[config.mk]
export PLATFORM = sky130hd
export DESIGN_NAME = bwm_engine
export DESIGN_NICKNAME = d
export VERILOG_FILES = /design/src/rtl/bwm_pkg.sv /design/src/rtl/bwm_strobe_track.sv /design/src/rtl/bwm_regs.sv /design/src/rtl/bwm_wen_gen.sv /design/src/rtl/bwm_engine.sv
export SDC_FILE = /design/constraint.sdc
export NUM_CORES = 1
export LEC_CHECK = 0
export ABC_CLOCK_PERIOD_IN_PS = 2600
export CORE_ASPECT_RATIO = 1.75
export CORE_MARGIN = 5
export CORE_UTILIZATION = 61
export DETAILED_ROUTE_END_ITERATION = 7
export DONT_BUFFER_PORTS = 1
export GPL_TIMING_DRIVEN = 1
export PLACE_DENSITY_LB_ADDON = 0.08
export SYNTH_ARGS = -nofsm -noshare
export SYNTH_HDL_FRONTEND = slang
export SYNTH_SLANG_ARGS = --single-unit
[constraint.sdc]
create_clock -name clk_i -period 2.6 [get_ports clk_i]
set_input_delay 0.13 -clock clk_i [delete_from_list [all_inputs] [get_ports clk_i]]
set_output_delay 0.13 -clock clk_i [all_outputs]
set_load 0.02 [all_outputs]
[src/rtl/bwm_pkg.sv]
package bwm_pkg;

    // Mode bit 0 selects block addressing; bits 2..1 pick the lane-mask source
    // or, when both set, a register-load cycle (bit 0 then picks which register).
    typedef enum logic [2:0] {
        MODE_WR_PLAIN    = 3'b000,
        MODE_BLK_PLAIN   = 3'b001,
        MODE_WR_ROWMASK  = 3'b010,
        MODE_BLK_ROWMASK = 3'b011,
        MODE_WR_PERSIST  = 3'b100,
        MODE_BLK_PERSIST = 3'b101,
        MODE_LOAD_MASK   = 3'b110,
        MODE_LOAD_COLOR  = 3'b111
    } bwm_mode_e;

    typedef enum logic [1:0] {
        MSRC_ALL     = 2'b00,
        MSRC_ROW     = 2'b01,
        MSRC_PERSIST = 2'b10,
        MSRC_LOAD    = 2'b11
    } bwm_msrc_e;

    function automatic bwm_msrc_e mask_src(input bwm_mode_e m);
        return bwm_msrc_e'(m[2:1]);
    endfunction

    function automatic logic is_block(input bwm_mode_e m);
        return m[0];
    endfunction

endpackage

[src/rtl/bwm_strobe_track.sv]
module bwm_strobe_track
    import bwm_pkg::*;
#(
    parameter int COL_W = 9,
    parameter int DQ_W  = 4
) (
    input  logic             clk_i,
    input  logic             rst_ni,
    input  logic             row_fall_i,
    input  logic             row_rise_i,
    input  bwm_mode_e        mode_i,
    input  logic             col_fall_i,
    input  logic [COL_W-1:0] col_addr_i,
    input  logic             we_fall_i,
    input  logic [DQ_W-1:0]  dq_i,
    output logic             cap_o,
    output bwm_mode_e        cap_mode_o,
    output logic [COL_W-1:0] cap_col_o,
    output logic [DQ_W-1:0]  cap_dq_o,
    output logic [DQ_W-1:0]  row_mask_o
);

    typedef struct packed {
        logic             open;
        bwm_mode_e        mode;
        logic [DQ_W-1:0]  rmask;
        logic             cas_seen;
        logic             we_seen;
        logic [COL_W-1:0] col;
    } trk_t;

    trk_t trk_d, trk_q;
    logic cas_now, we_now, cap;

    always_comb begin
        trk_d   = trk_q;
        cap     = 1'b0;
        cas_now = col_fall_i || trk_q.cas_seen;
        we_now  = we_fall_i  || trk_q.we_seen;
        if (row_fall_i) begin
            trk_d.open     = 1'b1;
            trk_d.mode     = mode_i;
            trk_d.rmask    = dq_i;
            trk_d.cas_seen = 1'b0;
            trk_d.we_seen  = 1'b0;
        end else if (row_rise_i) begin
            trk_d.open     = 1'b0;
            trk_d.cas_seen = 1'b0;
            trk_d.we_seen  = 1'b0;
        end else if (trk_q.open) begin
            if (col_fall_i) begin
                trk_d.col = col_addr_i;
            end
            if (cas_now && we_now && (col_fall_i || we_fall_i)) begin
                cap            = 1'b1;
                trk_d.cas_seen = 1'b0;
                trk_d.we_seen  = 1'b0;
            end else begin
                trk_d.cas_seen = cas_now;
                trk_d.we_seen  = we_now;
            end
        end
    end

    always_ff @(posedge clk_i) begin
        if (!rst_ni) begin
            trk_q <= '{open: 1'b0, mode: MODE_WR_PLAIN, rmask: '0,
                       cas_seen: 1'b0, we_seen: 1'b0, col: '0};
        end else begin
            trk_q <= trk_d;
        end
    end

    assign cap_o      = cap;
    assign cap_mode_o = trk_q.mode;
    assign cap_col_o  = col_fall_i ? col_addr_i : trk_q.col;
    assign cap_dq_o   = dq_i;
    assign row_mask_o = trk_q.rmask;

    AST_ROW_EDGE_CLEARS: assert property (@(posedge clk_i) disable iff (!rst_ni)
        (row_fall_i || row_rise_i) |=> (!trk_q.cas_seen && !trk_q.we_seen));

    AST_MODE_HELD: assert property (@(posedge clk_i) disable iff (!rst_ni)
        (trk_q.open && !row_fall_i) |=> $stable(trk_q.mode));

endmodule

[src/rtl/bwm_regs.sv]
module bwm_regs
    import bwm_pkg::*;
#(
    parameter int DQ_W = 4
) (
    input  logic            clk_i,
    input  logic            rst_ni,
    input  logic            cap_i,
    input  bwm_mode_e       cap_mode_i,
    input  logic [DQ_W-1:0] cap_dq_i,
    output logic [DQ_W-1:0] mask_o,
    output logic [DQ_W-1:0] color_o
);

    typedef struct packed {
        logic [DQ_W-1:0] mask;
        logic [DQ_W-1:0] color;
    } regs_t;

    regs_t regs_d, regs_q;
    logic  ld_mask, ld_color;

    always_comb begin
        regs_d   = regs_q;
        ld_mask  = cap_i && (cap_mode_i == MODE_LOAD_MASK);
        ld_color = cap_i && (cap_mode_i == MODE_LOAD_COLOR);
        if (ld_mask) begin
            regs_d.mask = cap_dq_i;
        end
        if (ld_color) begin
            regs_d.color = cap_dq_i;
        end
    end

    always_ff @(posedge clk_i) begin
        if (!rst_ni) begin
            regs_q <= '{mask: '1, color: '0};
        end else begin
            regs_q <= regs_d;
        end
    end

    assign mask_o  = regs_q.mask;
    assign color_o = regs_q.color;

    AST_MASK_KEEPS: assert property (@(posedge clk_i) disable iff (!rst_ni)
        !(cap_i && cap_mode_i == MODE_LOAD_MASK) |=> $stable(regs_q.mask));

    AST_COLOR_KEEPS: assert property (@(posedge clk_i) disable iff (!rst_ni)
        !(cap_i && cap_mode_i == MODE_LOAD_COLOR) |=> $stable(regs_q.color));

endmodule

[src/rtl/bwm_wen_gen.sv]
module bwm_wen_gen
    import bwm_pkg::*;
#(
    parameter int COL_W = 9,
    parameter int DQ_W  = 4
) (
    input  logic             clk_i,
    input  logic             rst_ni,
    input  logic             cap_i,
    input  bwm_mode_e        cap_mode_i,
    input  logic [COL_W-1:0] cap_col_i,
    input  logic [DQ_W-1:0]  cap_dq_i,
    input  logic [DQ_W-1:0]  row_mask_i,
    input  logic [DQ_W-1:0]  mask_i,
    input  logic [DQ_W-1:0]  color_i,
    output logic             wr_stb_o,
    output logic [COL_W-$clog2(DQ_W)-1:0] grp_addr_o,
    output logic [DQ_W-1:0]  col_en_o,
    output logic [DQ_W-1:0]  io_en_o,
    output logic [DQ_W-1:0]  wdata_o
);

    localparam int LO_W  = $clog2(DQ_W);
    localparam int GRP_W = COL_W - LO_W;

    typedef struct packed {
        logic             stb;
        logic             blk;
        logic [GRP_W-1:0] grp;
        logic [DQ_W-1:0]  col_en;
        logic [DQ_W-1:0]  io_en;
        logic [DQ_W-1:0]  data;
    } wout_t;

    wout_t out_d, out_q;
    logic [DQ_W-1:0] lane_hit;
    logic [LO_W-1:0] col_lo;
    bwm_msrc_e       src;

    assign col_lo = cap_col_i[LO_W-1:0];
    assign src    = mask_src(cap_mode_i);

    for (genvar g = 0; g < DQ_W; g++) begin : g_lane
        assign lane_hit[g] = (col_lo == LO_W'(g));
    end

    always_comb begin
        out_d = '0;
        if (cap_i && src != MSRC_LOAD) begin
            out_d.stb    = 1'b1;
            out_d.blk    = is_block(cap_mode_i);
            out_d.grp    = cap_col_i[COL_W-1:LO_W];
            out_d.col_en = out_d.blk ? cap_dq_i : lane_hit;
            out_d.data   = out_d.blk ? color_i  : cap_dq_i;
            case (src)
                MSRC_ROW:     out_d.io_en = row_mask_i;
                MSRC_PERSIST: out_d.io_en = mask_i;
                default:      out_d.io_en = '1;
            endcase
        end
    end

    always_ff @(posedge clk_i) begin
        if (!rst_ni) begin
            out_q <= '0;
        end else begin
            out_q <= out_d;
        end
    end

    assign wr_stb_o   = out_q.stb;
    assign grp_addr_o = out_q.grp;
    assign col_en_o   = out_q.col_en;
    assign io_en_o    = out_q.io_en;
    assign wdata_o    = out_q.data;

    AST_PLAIN_ONEHOT: assert property (@(posedge clk_i) disable iff (!rst_ni)
        (wr_stb_o && !out_q.blk) |-> $onehot(col_en_o));

    AST_QUIET_BETWEEN: assert property (@(posedge clk_i) disable iff (!rst_ni)
        !wr_stb_o |-> (col_en_o == '0 && io_en_o == '0 && wdata_o == '0));

endmodule

[src/rtl/bwm_engine.sv]
module bwm_engine
    import bwm_pkg::*;
#(
    parameter int COL_W = 9,
    parameter int DQ_W  = 4,
    localparam int GRP_W = COL_W - $clog2(DQ_W)
) (
    input  logic             clk_i,
    input  logic             rst_ni,
    input  logic             row_fall_i,
    input  logic             row_rise_i,
    input  logic [2:0]       cyc_mode_i,
    input  logic             col_fall_i,
    input  logic [COL_W-1:0] col_addr_i,
    input  logic             we_fall_i,
    input  logic [DQ_W-1:0]  dq_i,
    output logic             wr_stb_o,
    output logic [GRP_W-1:0] grp_addr_o,
    output logic [DQ_W-1:0]  col_en_o,
    output logic [DQ_W-1:0]  io_en_o,
    output logic [DQ_W-1:0]  wdata_o
);

    logic             cap;
    bwm_mode_e        cap_mode;
    logic [COL_W-1:0] cap_col;
    logic [DQ_W-1:0]  cap_dq;
    logic [DQ_W-1:0]  row_mask;
    logic [DQ_W-1:0]  mask_q;
    logic [DQ_W-1:0]  color_q;

    bwm_strobe_track #(.COL_W(COL_W), .DQ_W(DQ_W)) u_track (
        .clk_i      (clk_i),
        .rst_ni     (rst_ni),
        .row_fall_i (row_fall_i),
        .row_rise_i (row_rise_i),
        .mode_i     (bwm_mode_e'(cyc_mode_i)),
        .col_fall_i (col_fall_i),
        .col_addr_i (col_addr_i),
        .we_fall_i  (we_fall_i),
        .dq_i       (dq_i),
        .cap_o      (cap),
        .cap_mode_o (cap_mode),
        .cap_col_o  (cap_col),
        .cap_dq_o   (cap_dq),
        .row_mask_o (row_mask)
    );

    bwm_regs #(.DQ_W(DQ_W)) u_regs (
        .clk_i      (clk_i),
        .rst_ni     (rst_ni),
        .cap_i      (cap),
        .cap_mode_i (cap_mode),
        .cap_dq_i   (cap_dq),
        .mask_o     (mask_q),
        .color_o    (color_q)
    );

    bwm_wen_gen #(.COL_W(COL_W), .DQ_W(DQ_W)) u_wen (
        .clk_i      (clk_i),
        .rst_ni     (rst_ni),
        .cap_i      (cap),
        .cap_mode_i (cap_mode),
        .cap_col_i  (cap_col),
        .cap_dq_i   (cap_dq),
        .row_mask_i (row_mask),
        .mask_i     (mask_q),
        .color_i    (color_q),
        .wr_stb_o   (wr_stb_o),
        .grp_addr_o (grp_addr_o),
        .col_en_o   (col_en_o),
        .io_en_o    (io_en_o),
        .wdata_o    (wdata_o)
    );

    AST_STB_AFTER_CAPTURE: assert property (@(posedge clk_i) disable iff (!rst_ni)
        wr_stb_o |-> ($past(cap) && mask_src($past(cap_mode)) != MSRC_LOAD));

    AST_LOAD_NO_STB: assert property (@(posedge clk_i) disable iff (!rst_ni)
        (cap && mask_src(cap_mode) == MSRC_LOAD) |=> !wr_stb_o);

    AST_BLOCK_COLOR: assert property (@(posedge clk_i) disable iff (!rst_ni)
        (cap && is_block(cap_mode) && mask_src(cap_mode) != MSRC_LOAD)
            |=> (wdata_o == $past(color_q)));

endmodule

==> Word level (Yosys, flattened, before mapping) <==
Index checks and enable logic that the tools add are counted.
{ "classes": {"eq_ne": 8, "n_lt_le_gt_ge": 0, "n_mul": 0, "bitwise_logic": 3, "n_addsub": 0, "mux": 12, "n_div": 0, "n_reduce_logical": 13, "shift": 0} }
{ "op_table": {"columns": ["cell", "n"], "rows": [
  ["$mux 21", 1],
  ["$mux 9", 1],
  ["$mux 4", 2],
  ["$pmux 4 s2", 1],
  ["$eq 2x2->1 const B", 3],
  ["$eq 3x3->1 const B", 2],
  ["$mux 1", 6],
  ["$logic_and 1x1->1", 5],
  ["$eq 2x1->1 const B", 2],
  ["$logic_or 1x1->1", 3],
  ["$not 1->1", 3],
  ["$reduce_and 3->1", 1],
  ["$reduce_or 3->1", 1],
  ["$logic_not 2->1", 1],
  ["$mux 2", 1],
  ["$ne 2x2->1 const B", 1],
  ["$reduce_and 2->1", 1],
  ["$reduce_bool 2->1", 1]
]} }
{ "totals": {"elab_cells": 49, "romBits": 0, "register_bits": 47, "mem_bits_rw": 0, "latch_bits": 0, "mem_count": 0, "in_bits": 22} }

==> Logic depth before layout (Yosys ltp) <==
Gate-level depths: netlist of the first run.
{ "depth": {"ltp_word": 9, "depth_mapped": 5} }

==> Hierarchy <==
A second synthesis of the first run with hierarchy kept.
{ "hier_totals": {"cells_unflattened": 194, "area_unflattened_um2": 2028.2} }
{ "by_module_without_submodules": {"columns": ["module", "n_inst", "cells_each", "area_each_um2"], "rows": [
  ["bwm_strobe_track", 1, 93, 969.7],
  ["bwm_wen_gen", 1, 64, 691.9],
  ["bwm_regs", 1, 37, 366.6]
]} }

==> Worst setup path before layout of the first run <==
Ideal clock, no wire load.
{ "synth_path": {"kind": "reg-to-reg", "startpoint": "register u_track.trk_q, in the netlist u_track.cap_mode_o[1]", "endpoint": "register u_wen.out_q, in the netlist u_wen.col_en_o[0]", "n_path_buf": 1, "stages_incl_launch_ff": 6, "arrival_time_ps": 1703, "slack_ps": 831, "cell_sequence": "dfxtp_1 > ha_1 > or4b_1 > or4b_4 > buf_6 > a21oi_2"} }
{ "synth_between": {"elab_chain_len": 3} }
{ "synth_rtl": {"columns": ["item", "line", "rtl"], "rows": [
  ["start: declaration", "bwm_strobe_track.sv:32", "trk_t trk_d, trk_q;"],
  ["start signal: assignment", "bwm_strobe_track.sv:67", "trk_q <= '{open: 1'b0, mode: MODE_WR_PLAIN, rmask: '0,"],
  ["start signal: assignment", "bwm_strobe_track.sv:70", "trk_q <= trk_d;"],
  ["$ne 2x2->1", "bwm_wen_gen.sv:49", "if (cap_i && src != MSRC_LOAD) begin"],
  ["$logic_and 1x1->1", "bwm_wen_gen.sv:49", null],
  ["$reduce_and 2->1 (no source line)", null, null],
  ["end signal: assignment", "bwm_wen_gen.sv:67", "out_q <= out_d;"],
  ["end: declaration", "bwm_wen_gen.sv:35", "wout_t out_d, out_q;"]
]} }
Every way passes these cells.
A chain may end at the register's enable or synchronous reset.

==> Worst setup path in the final report of the first run <==
{ "layout_path": {"startpoint": "register u_track.trk_q, in the netlist u_track.cap_mode_o[2]", "endpoint": "register u_wen.out_q, in the netlist u_wen.wdata_o[2]"} }
The elaborated chain is that of the path after synthesis.

==> results.py, run 1 <==
metrics = {
    "outcome": {
        "run_status": "finished, final reports clean",
    },
    "floorplan": {
        "chipHeight_um": 84.4,
        "effective_utilization_at_floorplan": 0.620,
        "dieWidth_um": 52.5,
        "fp.coreArea_um2": 3110,
        "dieArea_um2": 4430,
        "io-pin-count": 42,
        "core.rowCount": 27,
    },
    "worst_setup_path": {
        "worst-endpoint-arrival_ns": 2.13,
        "r2r-start": "u_track.cap_mode_o[2]$_SDFFE_PN0P_",
        "dominant_delay_contributor_by_cell_family_on_the_critical_path": "simple AND/OR/NAND/NOR gates",
        "worst-setup-path-type": "reg -> reg",
        "cp_slowest_stage_delay_ns": 0.64,
        "setup.worst_path.end_class": "flip-flop",
        "worst_path_max_delay_cell": "sky130_fd_sc_hd__or4b_4",
        "cp_data_required_time_ns": 2.83,
        "worstSetupStartpoint": "u_track.cap_mode_o[2]$_SDFFE_PN0P_",
        "path_cells": "ha_1 > or4b_1 > or4b_4 > nor2_1",
        "cp-start-kind": "flip-flop",
        "cp.buffers_inverters": 0,
        "top_fanout_value_on_the_critical_path": 20,
    },
    "sta": {
        "final_min_period_ns": 1.90,
        "finalHoldViolCount": 0,
        "timing.max_slew.rel_slack": 0.484,
        "setup_tns_ns": 0,
        "finalCritPeriodShare": 0.730,
        "finalClockSkew_ns": 0.00580,
        "worstMarginPinSlew_ns": 0.771,
        "unrepaired_setup_endpoints_after_global_routing": "no",
        "fmaxAchievable_mhz": 527,
        "finalMaxSlewViolations": 0,
        "setup_violations": 0,
    },
    "synth": {
        "synth_edf_count": 0,
        "synth-seq-cells": 47,
        "synth.lib_cells_used.distinct": 28,
        "number_of_standard_cells_after_synthesis": 183,
        "yosys_warnings": 0,
        "synth-main-ff-cell": "sky130_fd_sc_hd__dfxtp_1",
        "synth.net_count": 208,
        "async_flop_share": 0,
        "syn_area_um2": 1930,
        "sequential_share_of_the_synthesized_area": 0.488,
        "synth_area_per_cell_um2": 10.5,
    },
    "global_routing": {
        "grt_pass1_wl_mm": 6.46,
        "gr-usage-all-layers": 0.198,
        "pin_count_of_the_biggest_net_entering_global_routing": 26,
        "first_global_vias": 1328,
        "antenna_found_initial": 0,
        "globalRoute.totalOverflow": 0,
    },
    "finish": {
        "layout.filler_cells": 270,
        "area.sequential_um2": 941,
        "multi_input_combinational_cell_area_um2": 931,
        "antennaDiodeCount": 0,
        "flow.area_growth_from_synthesis_pct": 12.9,
        "final_layout_size_suffix_gt1_frac": 0.0909,
        "mostFrequentLayoutCells": "sky130_fd_sc_hd__dfxtp_1 (47), sky130_fd_sc_hd__mux2i_1 (35), sky130_fd_sc_hd__nor2b_1 (23), sky130_fd_sc_hd__nor2_1 (19)",
        "layout_commonest_cell": "sky130_fd_sc_hd__dfxtp_1",
        "num-nets-final": 222,
    },
    "route": {
        "detailed_route_via_count": 1335,
        "first_pass_iters": 4,
        "number_of_drc_violations_after_detailed_routing_iteration_0": 27,
        "postRouteAntennaNets": 0,
        "drt-wirelength-per-cell_um": 15.8,
        "vias_per_cell": 5.54,
        "route.final.wire_length_mm": 3.81,
        "detail_route.drc_violations": 0,
    },
    "clock_network": {
        "numClockSinks": 47,
        "cts_buffer_depth": 2,
        "htree_levels": 2,
        "cts_root_buf": "sky130_fd_sc_hd__clkbuf_8",
        "worst_setup_hold_path_clk_slew_ns": 0.08,
        "clkLatencyLatePin_ns": 0.30,
        "cts_repair_resize_count": 0,
        "cts_tree": "built",
        "tritoncts.num_buffers": 5,
    },
    "min_path": {
        "min_path_type": "in -> reg",
        "hold_path_startpoint": "rst_ni",
    },
    "place": {
        "detailedPlacementHpwl_mm": 2.58,
        "port_buffers": 0,
        "finalWeightedCongestion": 0.737,
    },
    "job": {
        "timing.max_cap.violations": 0,
    },
    "power": {
        "worst_voltage_drop_across_the_vdd_grid_uv": 476,
        "pwr_density_cell_nw_per_um2": 582,
        "design_power_total_mw": 1.27,
        "power.leakage_nw": 0.814,
    },
}
-- timing repair --
item / 4_1_cts / 5_1_grt
hold buffers: 15 / 0
setup buffers: 0 / 0
endpoints found under the setup margin: 0 / 0
hold endpoints to repair: 42 / 0
-- layer usage --
metal / vias up / part of all wire / track usage
li1: 654 / - / -
met1: 622 / 0.35 / 0.198
met2: 48 / 0.57 / 0.356
met3: 11 / 0.057 / 0.0568
met4: 0 / 0.022 / 0.0930
met5: - / 0 / 0
-- flip-flops by register name, summed over array words and instances, names as in the netlist --
name,count
u_track.trk_q,12
u_wen.grp_addr_o,7
u_regs.color_o,4
u_regs.mask_o,4
u_track.row_mask_o,4
u_wen.col_en_o,4
u_wen.io_en_o,4
u_wen.wdata_o,4
u_track.cap_mode_o,3
u_wen.wr_stb_o,1
-- worst reg2reg max path: cells and delay by family, from the launching register on --
| family | cells | cell delay, ns |
|---|---|---|
| adder cells (fa/ha/maj) | 1 | 0.20 |
| flip-flops | 1 | 0.37 |
| AND/OR/NAND/NOR | 3 | 1.25 |
-- final timing paths --
check | slack (ns) | cells past startpoint | to
setup reg to reg | 0.70 | 4 | u_wen.wdata_o[2]$_SDFF_PN0_
hold reg to reg | 0.46 | 2 | u_regs.color_o[2]$_SDFFE_PN0P_
hold / removal | 0.005 | 2 | u_regs.color_o[0]$_SDFFE_PN0P_
setup / recovery | 0.70 | 4 | u_wen.wdata_o[2]$_SDFF_PN0_
-- power by group --
group / switching, mW / internal, mW / total, mW
Sequential: 0.0143 / 0.731 / 0.745
Combinational: 0.0454 / 0.0563 / 0.102
Clock: 0.230 / 0.189 / 0.419
-- metrics by stage --
step	hold slack (ns)	cell area, µm²	cells	setup slack [ns]	utilization
after floorplan	0.272	1930	183	0.831	-
after global placement	0.251	1940	218	0.753	0.626
after detailed placement	0.257	1940	218	0.712	0.626
after CTS	0.00171	2180	241	0.687	0.700
after global routing	0.0174	2180	241	0.573	0.700
final	0.00504	2180	241	0.701	0.700
-- kinds of logic after synthesis --
family,Yosys count,share of synthesized area
AOI/OAI and AO/OA,16,0.0669
muxes,35,0.182
buffers and inverters,12,0.0318
DFF,47,0.488
and+or+nand+nor,70,0.212
adders and majority gates,3,0.0195
-- cell type report --
| cell class | instances | share of cell area |
|---|---|---|
| flip-flops and latches | 47 | 0.432 |
| multi-input cells | 124 | 0.428 |
| repair buffers | 16 | 0.0725 |
| clock buffers | 7 | 0.0351 |
| well taps | 43 | 0.0247 |
| inverters | 3 | 0.00518 |
| clock inverters | 1 | 0.00230 |
-- synth_stat cells, types with 2 or more instances --
library cell / instances / area share
sky130_fd_sc_hd__ha_1: 3 / 0.019
sky130_fd_sc_hd__nand2_1: 15 / 0.029
sky130_fd_sc_hd__o211a_1: 2 / 0.010
sky130_fd_sc_hd__nor2b_1: 23 / 0.075
sky130_fd_sc_hd__a21oi_2: 4 / 0.018
sky130_fd_sc_hd__clkbuf_1: 5 / 0.0097
sky130_fd_sc_hd__inv_1: 3 / 0.0058
sky130_fd_sc_hd__a221oi_1: 4 / 0.018
sky130_fd_sc_hd__nor2_1: 19 / 0.037
sky130_fd_sc_hd__nand3b_1: 2 / 0.0078
sky130_fd_sc_hd__nor4_4: 2 / 0.022
sky130_fd_sc_hd__buf_6: 2 / 0.012
sky130_fd_sc_hd__or3b_2: 3 / 0.014
sky130_fd_sc_hd__mux2i_1: 35 / 0.18
sky130_fd_sc_hd__a21oi_1: 2 / 0.0052
sky130_fd_sc_hd__dfxtp_1: 47 / 0.49
(Power assumes the default switching activity.)
==> run 2, diff against run 1 <==
Settings changed: ABC_CLOCK_PERIOD_IN_PS 2600 to 1700, CORE_UTILIZATION 61 to 55.
Clock period 2.6 ns to 1.7 ns, I/O delays scaled along.
==> results.py, run 2 (same netlist as run 1, synthesis figures left out) <==
metrics = {
    "outcome": {
        "run_status": "finished with violations",
        "failing_checks": "setup timing",
    },
    "clock_network": {
        "htree_levels": 2,
        "worst_setup_hold_path_clk_slew_ns": 0.08,
        "numClockSinks": 47,
        "cts_buffer_depth": 2,
        "tritoncts.num_buffers": 5,
        "cts_tree": "built",
        "cts_root_buf": "sky130_fd_sc_hd__clkbuf_8",
        "clkLatencyLatePin_ns": 0.29,
    },
    "finish": {
        "postLayoutCellArea_um2": 2420,
        "number_of_standard_cells_in_the_final_layout_excluding_fillers": 264,
        "multi_input_combinational_cell_area_um2": 1010,
        "antennaDiodeCount": 0,
        "mostFrequentLayoutCells": "sky130_fd_sc_hd__dfxtp_1 (45), sky130_fd_sc_hd__mux2i_1 (35), sky130_fd_sc_hd__dlygate4sd3_1 (25), sky130_fd_sc_hd__nor2b_1 (23), sky130_fd_sc_hd__nand2_1 (15)",
        "max_flop_register": "u_track.trk_q",
        "largest_reg_flops": 12,
        "num-nets-final": 243,
        "area.sequential_um2": 943,
        "layout.filler_cells": 269,
        "flow.area_growth_from_synthesis_pct": 25.5,
        "layout_commonest_cell": "sky130_fd_sc_hd__dfxtp_1",
        "final_layout_size_suffix_gt1_frac": 0.210,
    },
    "floorplan": {
        "io-pin-count": 42,
        "fp.coreArea_um2": 3400,
        "chipHeight_um": 88.3,
        "dieWidth_um": 54.7,
        "dieArea_um2": 4830,
        "effective_utilization_at_floorplan": 0.567,
        "core.rowCount": 28,
    },
    "worst_setup_path": {
        "critPathCapture": "u_wen.io_en_o[3]$_SDFF_PN0_",
        "worst-setup-path-type": "reg -> reg",
        "cp_data_required_time_ns": 1.93,
        "worst-endpoint-arrival_ns": 2.03,
        "r2r-start": "u_track.cap_mode_o[1]$_SDFFE_PN0P_",
        "r2r_setup_slack_ns": -0.09,
        "cp-start-kind": "flip-flop",
        "worstSetupStartpoint": "u_track.cap_mode_o[1]$_SDFFE_PN0P_",
        "depth_of_the_worst_register_to_register_path": 4,
        "critical_path.reg2reg.endpoint": "u_wen.io_en_o[3]$_SDFF_PN0_",
        "top_fanout_value_on_the_critical_path": 5,
        "setup.worst_path.end_class": "flip-flop",
    },
    "global_routing": {
        "pin_count_of_the_biggest_net_entering_global_routing": 28,
        "first_global_vias": 1502,
        "grt_pass1_wl_mm": 7.20,
        "globalRoute.totalOverflow": 0,
        "gr-usage-all-layers": 0.205,
        "antenna_found_initial": 0,
    },
    "sta": {
        "finalWorstSetupSlack_ns": -0.0937,
        "timing.max_slew.rel_slack": 0.428,
        "final_min_period_ns": 1.79,
        "fmaxAchievable_mhz": 557,
        "worstMarginPinSlew_ns": 0.855,
        "unrepaired_setup_endpoints_after_global_routing": "yes",
        "setup_violations": 19,
        "holdWs_ns": 0.0121,
        "finalHoldViolCount": 0,
        "finalMaxSlewViolations": 0,
        "finalCritPeriodShare": 1.06,
        "finalClockSkew_ns": 0.0100,
    },
    "route": {
        "vias_per_cell": 5.51,
        "drt-wirelength-per-cell_um": 17.1,
        "number_of_drc_violations_after_detailed_routing_iteration_0": 20,
        "detail_route.drc_violations": 0,
        "detailed_route_via_count": 1455,
        "postRouteAntennaNets": 0,
        "first_pass_iters": 4,
        "route.final.wire_length_mm": 4.51,
    },
    "place": {
        "place_inst": 227,
        "placed_cell_area_um2": 2000,
        "detailedPlacementHpwl_mm": 2.73,
        "detailedPlace.worstSlack_ns": -0.112,
        "port_buffers": 0,
        "finalWeightedCongestion": 0.722,
    },
    "power": {
        "switching_share": 0.231,
        "comb_power_share": 0.112,
        "p_sw_mw": 0.459,
        "intPower_mw": 1.53,
        "pwr_density_cell_nw_per_um2": 821,
        "power.leakage_nw": 0.903,
        "clock_power_share": 0.318,
        "register_share_of_total_power": 0.569,
        "worst_voltage_drop_across_the_vdd_grid_uv": 834,
    },
    "min_path": {
        "min_path_type": "in -> reg",
    },
    "job": {
        "timing.max_cap.violations": 0,
    },
}
[run 2: cell types whose count changed in the layout (fill, tap and decap cells not counted)]
| cell | delta |
|---|---|
| sky130_fd_sc_hd__buf_4 | +8 |
| sky130_fd_sc_hd__dfxtp_1 | -2 |
| sky130_fd_sc_hd__dfxtp_2 | +2 |
| sky130_fd_sc_hd__dlygate4sd3_1 | +10 |
| sky130_fd_sc_hd__ha_1 | -1 |
| sky130_fd_sc_hd__ha_2 | +1 |
| sky130_fd_sc_hd__inv_1 | -1 |
| sky130_fd_sc_hd__inv_2 | +1 |
| sky130_fd_sc_hd__nor2_1 | -12 |
| sky130_fd_sc_hd__nor2_2 | +12 |
| sky130_fd_sc_hd__or4b_1 | -1 |
| sky130_fd_sc_hd__or4b_4 | +4 |
[run 2: timing repair]
item,CTS,global route
endpoints found under the hold margin,42,0
endpoints found under the setup margin,20,20
buffers inserted,0,1
gates cloned,2,1
hold buffers,25,0
gates resized for setup,3,14
pin swaps,2,4
[run 2: per-layer routing]
metal / global-route usage / up-vias / wire, µm
met5: 0 / - / 0
met4: 0.0703 / 0 / 59
met3: 0.0489 / 7 / 217
met2: 0.367 / 39 / 2570
met1: 0.226 / 701 / 1670
li1: - / 708 / -
[run 2: final cells by class]
cell class / instances / share of cell area
timing repair buffer: 34 / 0.131
multi-input combinational: 127 / 0.417
tap: 45 / 0.0233
clock inverter: 1 / 0.00207
inverter: 3 / 0.00466
clock buffer: 7 / 0.0316
sequential: 47 / 0.390
[run 2: worst min path at each step]
stage / startpoint / endpoint / slack [ns] / cells past startpoint
4_1_cts: rst_ni / u_regs.mask_o[3]$_SDFFE_PN1P_ / 0.006 / 2
3_5_place_dp: rst_ni / u_track.trk_q[18]$_SDFFE_PN0P_ / 0.22 / 1
3_3_place_gp: rst_ni / u_track.trk_q[18]$_SDFFE_PN0P_ / 0.21 / 1
6_report: rst_ni / u_regs.mask_o[3]$_SDFFE_PN1P_ / 0.01 / 2
5_1_grt: rst_ni / u_regs.mask_o[2]$_SDFFE_PN1P_ / 0.0009 / 2
2_1_floorplan: dq_i[0] / u_regs.color_o[0]$_SDFFE_PN0P_ / 0.23 / 2
[run 2: critical path, cell delays in order, from the launching register on]
cell and delay [ns]:
sky130_fd_sc_hd__dfxtp_2 0.33, sky130_fd_sc_hd__ha_2 0.17, sky130_fd_sc_hd__or4b_4 0.51, sky130_fd_sc_hd__or4b_4 0.62
sky130_fd_sc_hd__nor2_2 0.11
[run 2: per-stage QoR]
stage               total power, mW  utilization  TNS [ns]
floorplan                      1.27            -    -0.385
CTS                            2.00        0.697     -1.26
global placement               1.28        0.590     -1.08
finish                         1.98        0.712     -1.24
global route                   2.09        0.712     -1.99
detailed placement             1.29        0.590     -1.68
[run 2: power by group through the flow]
stage | Combinational, mW | Sequential, mW | Clock, mW
after floorplan | 0.116 | 1.16 | 0
after global placement | 0.125 | 1.15 | 0
after detailed placement | 0.131 | 1.16 | 0
after CTS | 0.211 | 1.13 | 0.655
after global routing | 0.243 | 1.13 | 0.715
final | 0.223 | 1.13 | 0.632
